[src/rtl/wt_snoop_pkg.sv]
package wt_snoop_pkg;
   typedef enum logic [1:0] {
      CT_IDLE  = 2'd0,
      CT_FILL  = 2'd1,
      CT_BCAST = 2'd2
   } ctl_state_t;

   typedef enum logic {
      SNP_DROP    = 1'b0,
      SNP_REFRESH = 1'b1
   } snp_mode_t;
endpackage

[src/rtl/wt_snoop_match.sv]
module wt_snoop_match #(
   parameter int unsigned TAG_W       = 26,
   parameter int unsigned ID_W        = 2,
   parameter int unsigned MY_ID       = 0,
   parameter bit          SELF_FILTER = 1'b1
) (
   input  logic             snp_valid,
   input  logic [ID_W-1:0]  snp_id,
   input  logic [TAG_W-1:0] snp_tag,
   input  logic             st_valid,
   input  logic [TAG_W-1:0] st_tag,
   output logic             snp_hit
);
   logic foreign;

   generate
      if (SELF_FILTER) begin : g_filter
         assign foreign = (snp_id != ID_W'(MY_ID));
      end else begin : g_nofilter
         logic unused_id;
         assign unused_id = ^snp_id;
         assign foreign   = 1'b1;
      end
   endgenerate

   assign snp_hit = snp_valid && foreign && st_valid && (st_tag == snp_tag);
endmodule

[src/rtl/wt_line_store.sv]
module wt_line_store #(
   parameter int unsigned LINES  = 16,
   parameter int unsigned TAG_W  = 26,
   parameter int unsigned DATA_W = 32,
   localparam int unsigned IDX_W = $clog2(LINES)
) (
   input  logic              clk,
   input  logic              rst_n,
   input  logic [IDX_W-1:0]  sn_idx,
   input  logic              sn_apply,
   input  logic              sn_upd,
   input  logic [DATA_W-1:0] sn_data,
   output logic              sn_valid,
   output logic [TAG_W-1:0]  sn_tag,
   input  logic [IDX_W-1:0]  lc_idx,
   output logic              lc_valid,
   output logic [TAG_W-1:0]  lc_tag,
   output logic [DATA_W-1:0] lc_data,
   input  logic              lc_we,
   input  logic [TAG_W-1:0]  lc_tag_in,
   input  logic [DATA_W-1:0] lc_data_in
);
   logic [LINES-1:0]  vld_a;
   logic [TAG_W-1:0]  tag_a [LINES];
   logic [DATA_W-1:0] dat_a [LINES];

   generate
      for (genvar i = 0; i < LINES; i++) begin : g_line
         logic              vld_r;
         logic [TAG_W-1:0]  tag_r;
         logic [DATA_W-1:0] dat_r;
         logic              snp_here;
         logic              loc_here;

         assign snp_here = sn_apply && (sn_idx == IDX_W'(i));
         assign loc_here = lc_we && (lc_idx == IDX_W'(i));

         // snoop first, then the local write overrides it
         always_ff @(posedge clk or negedge rst_n) begin
            if (!rst_n)                    vld_r <= 1'b0;
            else if (loc_here)             vld_r <= 1'b1;
            else if (snp_here && !sn_upd)  vld_r <= 1'b0;
         end

         always_ff @(posedge clk) begin
            if (loc_here) begin
               tag_r <= lc_tag_in;
               dat_r <= lc_data_in;
            end else if (snp_here && sn_upd) begin
               dat_r <= sn_data;
            end
         end

         assign vld_a[i] = vld_r;
         assign tag_a[i] = tag_r;
         assign dat_a[i] = dat_r;
      end
   endgenerate

   logic same_line;
   assign same_line = sn_apply && (sn_idx == lc_idx);

   assign sn_valid = vld_a[sn_idx];
   assign sn_tag   = tag_a[sn_idx];
   assign lc_tag   = tag_a[lc_idx];
   assign lc_valid = (same_line && !sn_upd) ? 1'b0 : vld_a[lc_idx];
   assign lc_data  = (same_line && sn_upd) ? sn_data : dat_a[lc_idx];


   inv_drop_chk: assert property (@(posedge clk) disable iff (!rst_n)
      (sn_apply && !sn_upd && !(lc_we && lc_idx == sn_idx)) |=> !vld_a[$past(sn_idx)]);


   upd_refresh_chk: assert property (@(posedge clk) disable iff (!rst_n)
      (sn_apply && sn_upd && !(lc_we && lc_idx == sn_idx))
      |=> (vld_a[$past(sn_idx)] && dat_a[$past(sn_idx)] == $past(sn_data)));
endmodule

[src/rtl/wt_ctl.sv]
module wt_ctl
   import wt_snoop_pkg::*;
#(
   parameter int unsigned ADDR_W = 32,
   parameter int unsigned DATA_W = 32,
   parameter int unsigned IDX_W  = 4,
   parameter int unsigned OFF_W  = 2,
   localparam int unsigned TAG_W = ADDR_W - IDX_W - OFF_W
) (
   input  logic              clk,
   input  logic              rst_n,
   input  logic              req_valid,
   input  logic              req_write,
   input  logic [ADDR_W-1:0] req_addr,
   input  logic [DATA_W-1:0] req_wdata,
   output logic              req_ready,
   output logic              rsp_valid,
   output logic [DATA_W-1:0] rsp_rdata,
   output logic              mem_rd_req,
   output logic              mem_wr_en,
   output logic [ADDR_W-1:0] mem_addr,
   output logic [DATA_W-1:0] mem_wdata,
   input  logic              mem_rsp_valid,
   input  logic [DATA_W-1:0] mem_rdata,
   output logic              bus_req,
   input  logic              bus_gnt,
   output logic              bus_wr_valid,
   output logic [ADDR_W-1:0] bus_wr_addr,
   output logic [DATA_W-1:0] bus_wr_data,
   output logic [IDX_W-1:0]  lc_idx,
   input  logic              lc_valid,
   input  logic [TAG_W-1:0]  lc_tag,
   input  logic [DATA_W-1:0] lc_data,
   output logic              lc_we,
   output logic [TAG_W-1:0]  lc_tag_in,
   output logic [DATA_W-1:0] lc_data_in
);
   ctl_state_t        st_q;
   logic [ADDR_W-1:0] a_q;
   logic [DATA_W-1:0] d_q;
   logic              rsp_v_q;
   logic [DATA_W-1:0] rsp_d_q;
   logic              idle;
   logic [TAG_W-1:0]  cur_tag;
   logic              hit;

   assign idle    = (st_q == CT_IDLE);
   assign lc_idx  = idle ? req_addr[OFF_W +: IDX_W] : a_q[OFF_W +: IDX_W];
   assign cur_tag = idle ? req_addr[ADDR_W-1 -: TAG_W] : a_q[ADDR_W-1 -: TAG_W];
   assign hit     = lc_valid && (lc_tag == cur_tag);

   assign req_ready    = idle;
   assign mem_rd_req   = (st_q == CT_FILL);
   assign bus_req      = (st_q == CT_BCAST);
   assign bus_wr_valid = bus_req && bus_gnt;
   assign mem_wr_en    = bus_wr_valid;
   assign mem_addr     = a_q;
   assign mem_wdata    = d_q;
   assign bus_wr_addr  = a_q;
   assign bus_wr_data  = d_q;

   assign lc_we      = (mem_rd_req && mem_rsp_valid) || (bus_wr_valid && hit);
   assign lc_tag_in  = a_q[ADDR_W-1 -: TAG_W];
   assign lc_data_in = mem_rd_req ? mem_rdata : d_q;

   always_ff @(posedge clk or negedge rst_n) begin
      if (!rst_n) begin
         st_q    <= CT_IDLE;
         a_q     <= '0;
         d_q     <= '0;
         rsp_v_q <= 1'b0;
         rsp_d_q <= '0;
      end else begin
         rsp_v_q <= 1'b0;
         unique case (st_q)
            CT_IDLE: if (req_valid) begin
               a_q <= req_addr;
               d_q <= req_wdata;
               if (req_write) begin
                  st_q <= CT_BCAST;
               end else if (hit) begin
                  rsp_v_q <= 1'b1;
                  rsp_d_q <= lc_data;
               end else begin
                  st_q <= CT_FILL;
               end
            end
            CT_FILL: if (mem_rsp_valid) begin
               rsp_v_q <= 1'b1;
               rsp_d_q <= mem_rdata;
               st_q    <= CT_IDLE;
            end
            CT_BCAST: if (bus_gnt) begin
               rsp_v_q <= 1'b1;
               rsp_d_q <= d_q;
               st_q    <= CT_IDLE;
            end
            default: st_q <= CT_IDLE;
         endcase
      end
   end

   assign rsp_valid = rsp_v_q;
   assign rsp_rdata = rsp_d_q;


   fill_rsp_chk: assert property (@(posedge clk) disable iff (!rst_n)
      (mem_rd_req && mem_rsp_valid) |=> (rsp_valid && rsp_rdata == $past(mem_rdata)));


   fill_hold_chk: assert property (@(posedge clk) disable iff (!rst_n)
      (mem_rd_req && !mem_rsp_valid) |=> (mem_rd_req && $stable(mem_addr)));


   bcast_done_chk: assert property (@(posedge clk) disable iff (!rst_n)
      bus_wr_valid |=> (rsp_valid && req_ready && !bus_req));
endmodule

[src/rtl/wt_snoop_cache.sv]
module wt_snoop_cache
   import wt_snoop_pkg::*;
#(
   parameter int unsigned ADDR_W      = 32,
   parameter int unsigned DATA_W      = 32,
   parameter int unsigned LINES       = 16,
   parameter int unsigned ID_W        = 2,
   parameter int unsigned MY_ID       = 0,
   parameter bit          SELF_FILTER = 1'b1
) (
   input  logic              clk,
   input  logic              rst_n,
   input  logic              snp_mode,
   input  logic              req_valid,
   input  logic              req_write,
   input  logic [ADDR_W-1:0] req_addr,
   input  logic [DATA_W-1:0] req_wdata,
   output logic              req_ready,
   output logic              rsp_valid,
   output logic [DATA_W-1:0] rsp_rdata,
   output logic              mem_rd_req,
   output logic [ADDR_W-1:0] mem_addr,
   input  logic              mem_rsp_valid,
   input  logic [DATA_W-1:0] mem_rdata,
   output logic              mem_wr_en,
   output logic [DATA_W-1:0] mem_wdata,
   output logic              bus_req,
   input  logic              bus_gnt,
   output logic              bus_wr_valid,
   output logic [ADDR_W-1:0] bus_wr_addr,
   output logic [DATA_W-1:0] bus_wr_data,
   output logic [ID_W-1:0]   bus_wr_id,
   input  logic              snp_valid,
   input  logic [ADDR_W-1:0] snp_addr,
   input  logic [DATA_W-1:0] snp_data,
   input  logic [ID_W-1:0]   snp_id
);
   localparam int unsigned OFF_W = $clog2(DATA_W / 8);
   localparam int unsigned IDX_W = $clog2(LINES);
   localparam int unsigned TAG_W = ADDR_W - IDX_W - OFF_W;

   initial begin
      geom_lines_chk: assert (LINES >= 2 && (LINES & (LINES - 1)) == 0)
         else $error("LINES must be a power of two");
      geom_word_chk: assert (DATA_W >= 16 && (DATA_W & (DATA_W - 1)) == 0)
         else $error("DATA_W must be a power-of-two byte count of two or more");
      geom_tag_chk: assert (ADDR_W > IDX_W + OFF_W)
         else $error("address too narrow for the geometry");
      geom_id_chk: assert (MY_ID < (1 << ID_W))
         else $error("MY_ID does not fit ID_W");
   end

   snp_mode_t         mode_e;
   logic [IDX_W-1:0]  snp_idx;
   logic [TAG_W-1:0]  snp_tag;
   logic              sn_valid;
   logic [TAG_W-1:0]  sn_tag;
   logic              snp_hit;
   logic [IDX_W-1:0]  lc_idx;
   logic              lc_valid;
   logic [TAG_W-1:0]  lc_tag;
   logic [DATA_W-1:0] lc_data;
   logic              lc_we;
   logic [TAG_W-1:0]  lc_tag_in;
   logic [DATA_W-1:0] lc_data_in;
   logic              unused_snp_off;

   assign mode_e         = snp_mode_t'(snp_mode);
   assign snp_idx        = snp_addr[OFF_W +: IDX_W];
   assign snp_tag        = snp_addr[ADDR_W-1 -: TAG_W];
   assign unused_snp_off = ^snp_addr[OFF_W-1:0];
   assign bus_wr_id      = ID_W'(MY_ID);

   wt_snoop_match #(
      .TAG_W(TAG_W), .ID_W(ID_W), .MY_ID(MY_ID), .SELF_FILTER(SELF_FILTER)
   ) u_match (
      .snp_valid (snp_valid),
      .snp_id    (snp_id),
      .snp_tag   (snp_tag),
      .st_valid  (sn_valid),
      .st_tag    (sn_tag),
      .snp_hit   (snp_hit)
   );

   wt_line_store #(
      .LINES(LINES), .TAG_W(TAG_W), .DATA_W(DATA_W)
   ) u_store (
      .clk        (clk),
      .rst_n      (rst_n),
      .sn_idx     (snp_idx),
      .sn_apply   (snp_hit),
      .sn_upd     (mode_e == SNP_REFRESH),
      .sn_data    (snp_data),
      .sn_valid   (sn_valid),
      .sn_tag     (sn_tag),
      .lc_idx     (lc_idx),
      .lc_valid   (lc_valid),
      .lc_tag     (lc_tag),
      .lc_data    (lc_data),
      .lc_we      (lc_we),
      .lc_tag_in  (lc_tag_in),
      .lc_data_in (lc_data_in)
   );

   wt_ctl #(
      .ADDR_W(ADDR_W), .DATA_W(DATA_W), .IDX_W(IDX_W), .OFF_W(OFF_W)
   ) u_ctl (
      .clk           (clk),
      .rst_n         (rst_n),
      .req_valid     (req_valid),
      .req_write     (req_write),
      .req_addr      (req_addr),
      .req_wdata     (req_wdata),
      .req_ready     (req_ready),
      .rsp_valid     (rsp_valid),
      .rsp_rdata     (rsp_rdata),
      .mem_rd_req    (mem_rd_req),
      .mem_wr_en     (mem_wr_en),
      .mem_addr      (mem_addr),
      .mem_wdata     (mem_wdata),
      .mem_rsp_valid (mem_rsp_valid),
      .mem_rdata     (mem_rdata),
      .bus_req       (bus_req),
      .bus_gnt       (bus_gnt),
      .bus_wr_valid  (bus_wr_valid),
      .bus_wr_addr   (bus_wr_addr),
      .bus_wr_data   (bus_wr_data),
      .lc_idx        (lc_idx),
      .lc_valid      (lc_valid),
      .lc_tag        (lc_tag),
      .lc_data       (lc_data),
      .lc_we         (lc_we),
      .lc_tag_in     (lc_tag_in),
      .lc_data_in    (lc_data_in)
   );


   quiet_reset_chk: assert property (@(posedge clk) disable iff (!rst_n)
      $rose(rst_n) |-> (req_ready && !rsp_valid && !bus_req && !mem_rd_req));
endmodule

[config.mk]
export PLATFORM = sky130hd
export DESIGN_NAME = wt_snoop_cache
export DESIGN_NICKNAME = d
export VERILOG_FILES = /design/src/rtl/wt_snoop_pkg.sv /design/src/rtl/wt_snoop_match.sv /design/src/rtl/wt_line_store.sv /design/src/rtl/wt_ctl.sv /design/src/rtl/wt_snoop_cache.sv
export SDC_FILE = /design/constraint.sdc
export NUM_CORES = 2
export LEC_CHECK = 0
export CAP_MARGIN = 20
export CORE_ASPECT_RATIO = 0.5
export CORE_MARGIN = 3
export CORE_UTILIZATION = 30
export DETAILED_ROUTE_END_ITERATION = 7
export DONT_BUFFER_PORTS = 1
export GPL_TIMING_DRIVEN = 0
export SLEW_MARGIN = 10
export SYNTH_ARGS = -nofsm -noshare
export SYNTH_HDL_FRONTEND = slang
export SYNTH_HIERARCHICAL = 1
export SYNTH_SLANG_ARGS = --single-unit
[constraint.sdc]
create_clock -name clk -period 12.11 [get_ports clk]
set_clock_uncertainty 0.05 [all_clocks]
set_input_delay 1.8165 -clock clk [delete_from_list [all_inputs] [get_ports clk]]
set_output_delay 1.8165 -clock clk [all_outputs]
set_load 0.03 [all_outputs]
==> results.yml <==
run_status:
  outcome: "finished clean"
final_layout:
  layout-drive-gt1-share: 0.483
  area_growth_pct: 14.9
  nFillCells: 16000
  nNetsFinal: 3234
route:
  routed.top_layer: "met4"
  met2_length_um: 84600
  drc: 0
  avgViaCountPerCell: 5.52
  drtPass1Iterations: 5
  ant_nets: 0
  drt_iter0_drc: 3536
  vias: 30100
  wl_met1_um: 66000
  dr_wl_met3_um: 14900
  routed_wl_um: 173000
  wire_per_inst_um: 31.7
global_routing:
  grt_max_degree: 116
  gr-total-overflow: 0
  grt_pass1_wl_um: 240000
  grt_usage: 0.189
  grt_pass1_vias: 31400
  antenna_found_initial: 10
min_path:
  hold_path_class: "reg -> reg"
  min_path_cells: 2
power_and_ir_drop:
  switching_power_mw: 5.57
  power_frac_clock: 0.231
  power_frac_seq: 0.356
  p_comb_frac: 0.413
  p_int_mw: 8.91
  ir_worst_vdd_mv: 0.118
  p_leak_nw: 19.5
  powerDensity_mw_per_mm2: 242
  switching_share: 0.385
cts:
  cts_root_buf: "clkbuf_16"
  htreeDepth: 3
  post-cts-setup-buffers: 0
  cts_resized: 0
  cts_buffer_depth: 3
  cts.sinks: 1043
  ctsHoldBuffers: 0
  tritoncts: "yes"
  cts_buffers: 110
  path_clk_slew_ns: 0.06
  clkLatencyLatePin_ns: 0.71
synth:
  synth-simple-area-share: 0.0137
  synthAdderAreaFrac: 0.000960
  ys_ff_latch: 1043
  yosysWarnings: 6
  mappedNetlistArea_mm2: 0.0521
  syn_avg_cell_area_um2: 18.0
  synth.largest_area_cell: "edfxtp_1"
  synth_top_family_by_area: "multiplexers"
  synth-edff-count: 928
  synth_top_area_frac: 0.534
  synth_cells: 2899
  post-synth-top-count-cell: "edfxtp_1"
  synth_cell_types: 44
  synth_seq_area_share: 0.590
  yosys-top-cells-area: "edfxtp_1, mux4_2, mux2_2"
  synth-compound-area-share: 0.0225
  async_flop_share: 0.110
  synthFlopType: "edfxtp_1"
  synth_common_cells: "edfxtp_1, mux2_2, mux4_2"
  synth.area.mux_share: 0.325
  synth_xor_area_frac: 0.00941
sta:
  setup_tns_ns: 0
  worst_pin_slew_ns: 1.22
  fmax_mhz: 99.1
  rsz0062_at_grt: "false"
  slew_headroom: 0.184
  finalMaxSlewViolations: 0
  layout_min_cycle_time_ns: 10.09
  setup_violations: 0
  worst_hold_slack_ns: 0.495
  period_share: 0.833
  hold_viol_final: 0
die:
  initial_core_util: 0.304
  core_mm2: 0.171
  dieArea_mm2: 0.179
  die_h_um: 301
  ios: 338
  die_w_um: 596
  rows: 107
worst_setup_path:
  critical_path.slowest_cell: "clkbuf_1"
  worstPathMaxFanout: 35
  critPathArrivalTime_ns: 10.49
  path_cells: "inv_1, ha_1, buf_6, buf_6, buf_2, mux2_2, buf_2, clkbuf_1, clkbuf_1, mux4_2, mux4_2, xor2_1, nand4_1, or4_1, or2_2, o21ai_0, clkbuf_4, nand3b_1, nor2_1, buf_4, mux2_2"
  path_class: "reg -> reg"
  cp-end-kind: "register"
  worstRegToRegCells: 21
  startpoint_type: "register"
  critPathMaxStageDelay_ns: 0.91
  cp.required_ns: 12.51
flow_run:
  maxCapViolCount: 0
placement:
  gp_congestion: 0.816
  portBuffers: 0
  dp_hpwl_um: 116000
## stage by stage
stage	util	area (µm²)	setup WS, ns	cells	power, mW
floorplan	-	52100	4.21	2900	9.16
global placement	0.321	55000	-2.12	5189	11.0
detailed placement	0.328	56300	1.26	5235	11.2
CTS	0.349	59800	1.41	5439	14.6
global route	0.349	59900	1.92	5444	15.0
finish	0.349	59900	2.02	5456	14.5
## final cells by class
type	instances	area (µm²)	share of cell area
flip-flops and latches	1043	30700	0.513
multi-input cells	1485	19600	0.327
clock buffers	149	3050	0.0509
well taps	2289	2860	0.0478
plain buffers	360	1990	0.0332
repair buffers	48	1120	0.0186
clock inverters	55	478	0.00798
inverters	12	45.0	0.000752
diodes	15	37.5	0.000626
## kinds of logic after synthesis
logic type / count (synthesis)
mux: 1100
flops: 1043
buf+inv: 372
compound gates: 181
simple gates: 142
xor+xnor: 56
fa+ha+maj: 4
other cells: 1
## flip-flops by register name, summed over array words and instances (netlist names)
signal and flops:
u_ctl/st_q 2, u_store/g_line.tag_r 416, u_store/g_line.dat_r 512, u_ctl/bus_wr_addr 32
u_ctl/bus_wr_data 32, u_store/g_line.vld_r 16, u_ctl/rsp_rdata 32, u_ctl/rsp_valid 1
## final timing paths
kind                                         start                    endpoint  slack, ns
setup / recovery                     u_ctl/st_q[1]  u_store/g_line[9].dat_r[8]       2.02
hold / removal             u_store/g_line[4].vld_r     u_store/g_line[4].vld_r       0.50
setup reg to reg                     u_ctl/st_q[1]  u_store/g_line[9].dat_r[8]       2.02
hold reg to reg            u_store/g_line[4].vld_r     u_store/g_line[4].vld_r       0.50
max in group asynchronous                    rst_n         u_ctl/rsp_rdata[21]      10.88
min in group asynchronous                    rst_n       u_ctl/bus_wr_addr[15]       0.76
## critical path: cells and delay by family, from the launching register on
family	cells	cell delay, ns
AOI/OAI and AO/OA	1	0.15
xor gates and xnor gates	1	0.48
adders and majority gates	1	0.43
buffers and inverters	9	3.98
DFF	1	0.40
muxes	4	1.56
and+or+nand+nor	5	2.63
## placed cells by master, fill, tap and decap left out, types with 26 or more instances in the layout
| cell type | synthesis | final |
|---|---|---|
| clkbuf_1 | 137 | 164 |
| buf_2 | 81 | 72 |
| dfrtp_1 | 115 | 115 |
| o21ai_0 | 34 | 28 |
| a22oi_1 | 96 | 96 |
| buf_16 | 0 | 28 |
| edfxtp_1 | 928 | 928 |
| mux2_4 | 30 | 30 |
| mux2_2 | 646 | 646 |
| mux2i_1 | 26 | 26 |
| buf_4 | 111 | 121 |
| nor2_1 | 42 | 42 |
| a21oi_1 | 35 | 35 |
| clkbuf_16 | 0 | 113 |
| mux4_2 | 398 | 398 |
| nand2_1 | 45 | 45 |
| xor2_1 | 38 | 38 |
## layer usage
metal  GRT usage  vias to the layer above
li1            -                    12100
met1       0.239                    16100
met2       0.315                     1542
met3      0.0403                      363
met4      0.0782                        0
met5           0                        -
## power groups by stage
stage / clock network, mW / registers [mW] / logic, mW
2_1_floorplan: 0 / 5.10 / 4.06
3_3_place_gp: 0 / 5.24 / 5.80
3_5_place_dp: 0 / 5.23 / 5.97
4_1_cts: 3.41 / 5.16 / 5.99
5_1_grt: 3.56 / 5.19 / 6.27
6_report: 3.35 / 5.15 / 5.98
No activity file was read; power rests on OpenSTA's default activity.
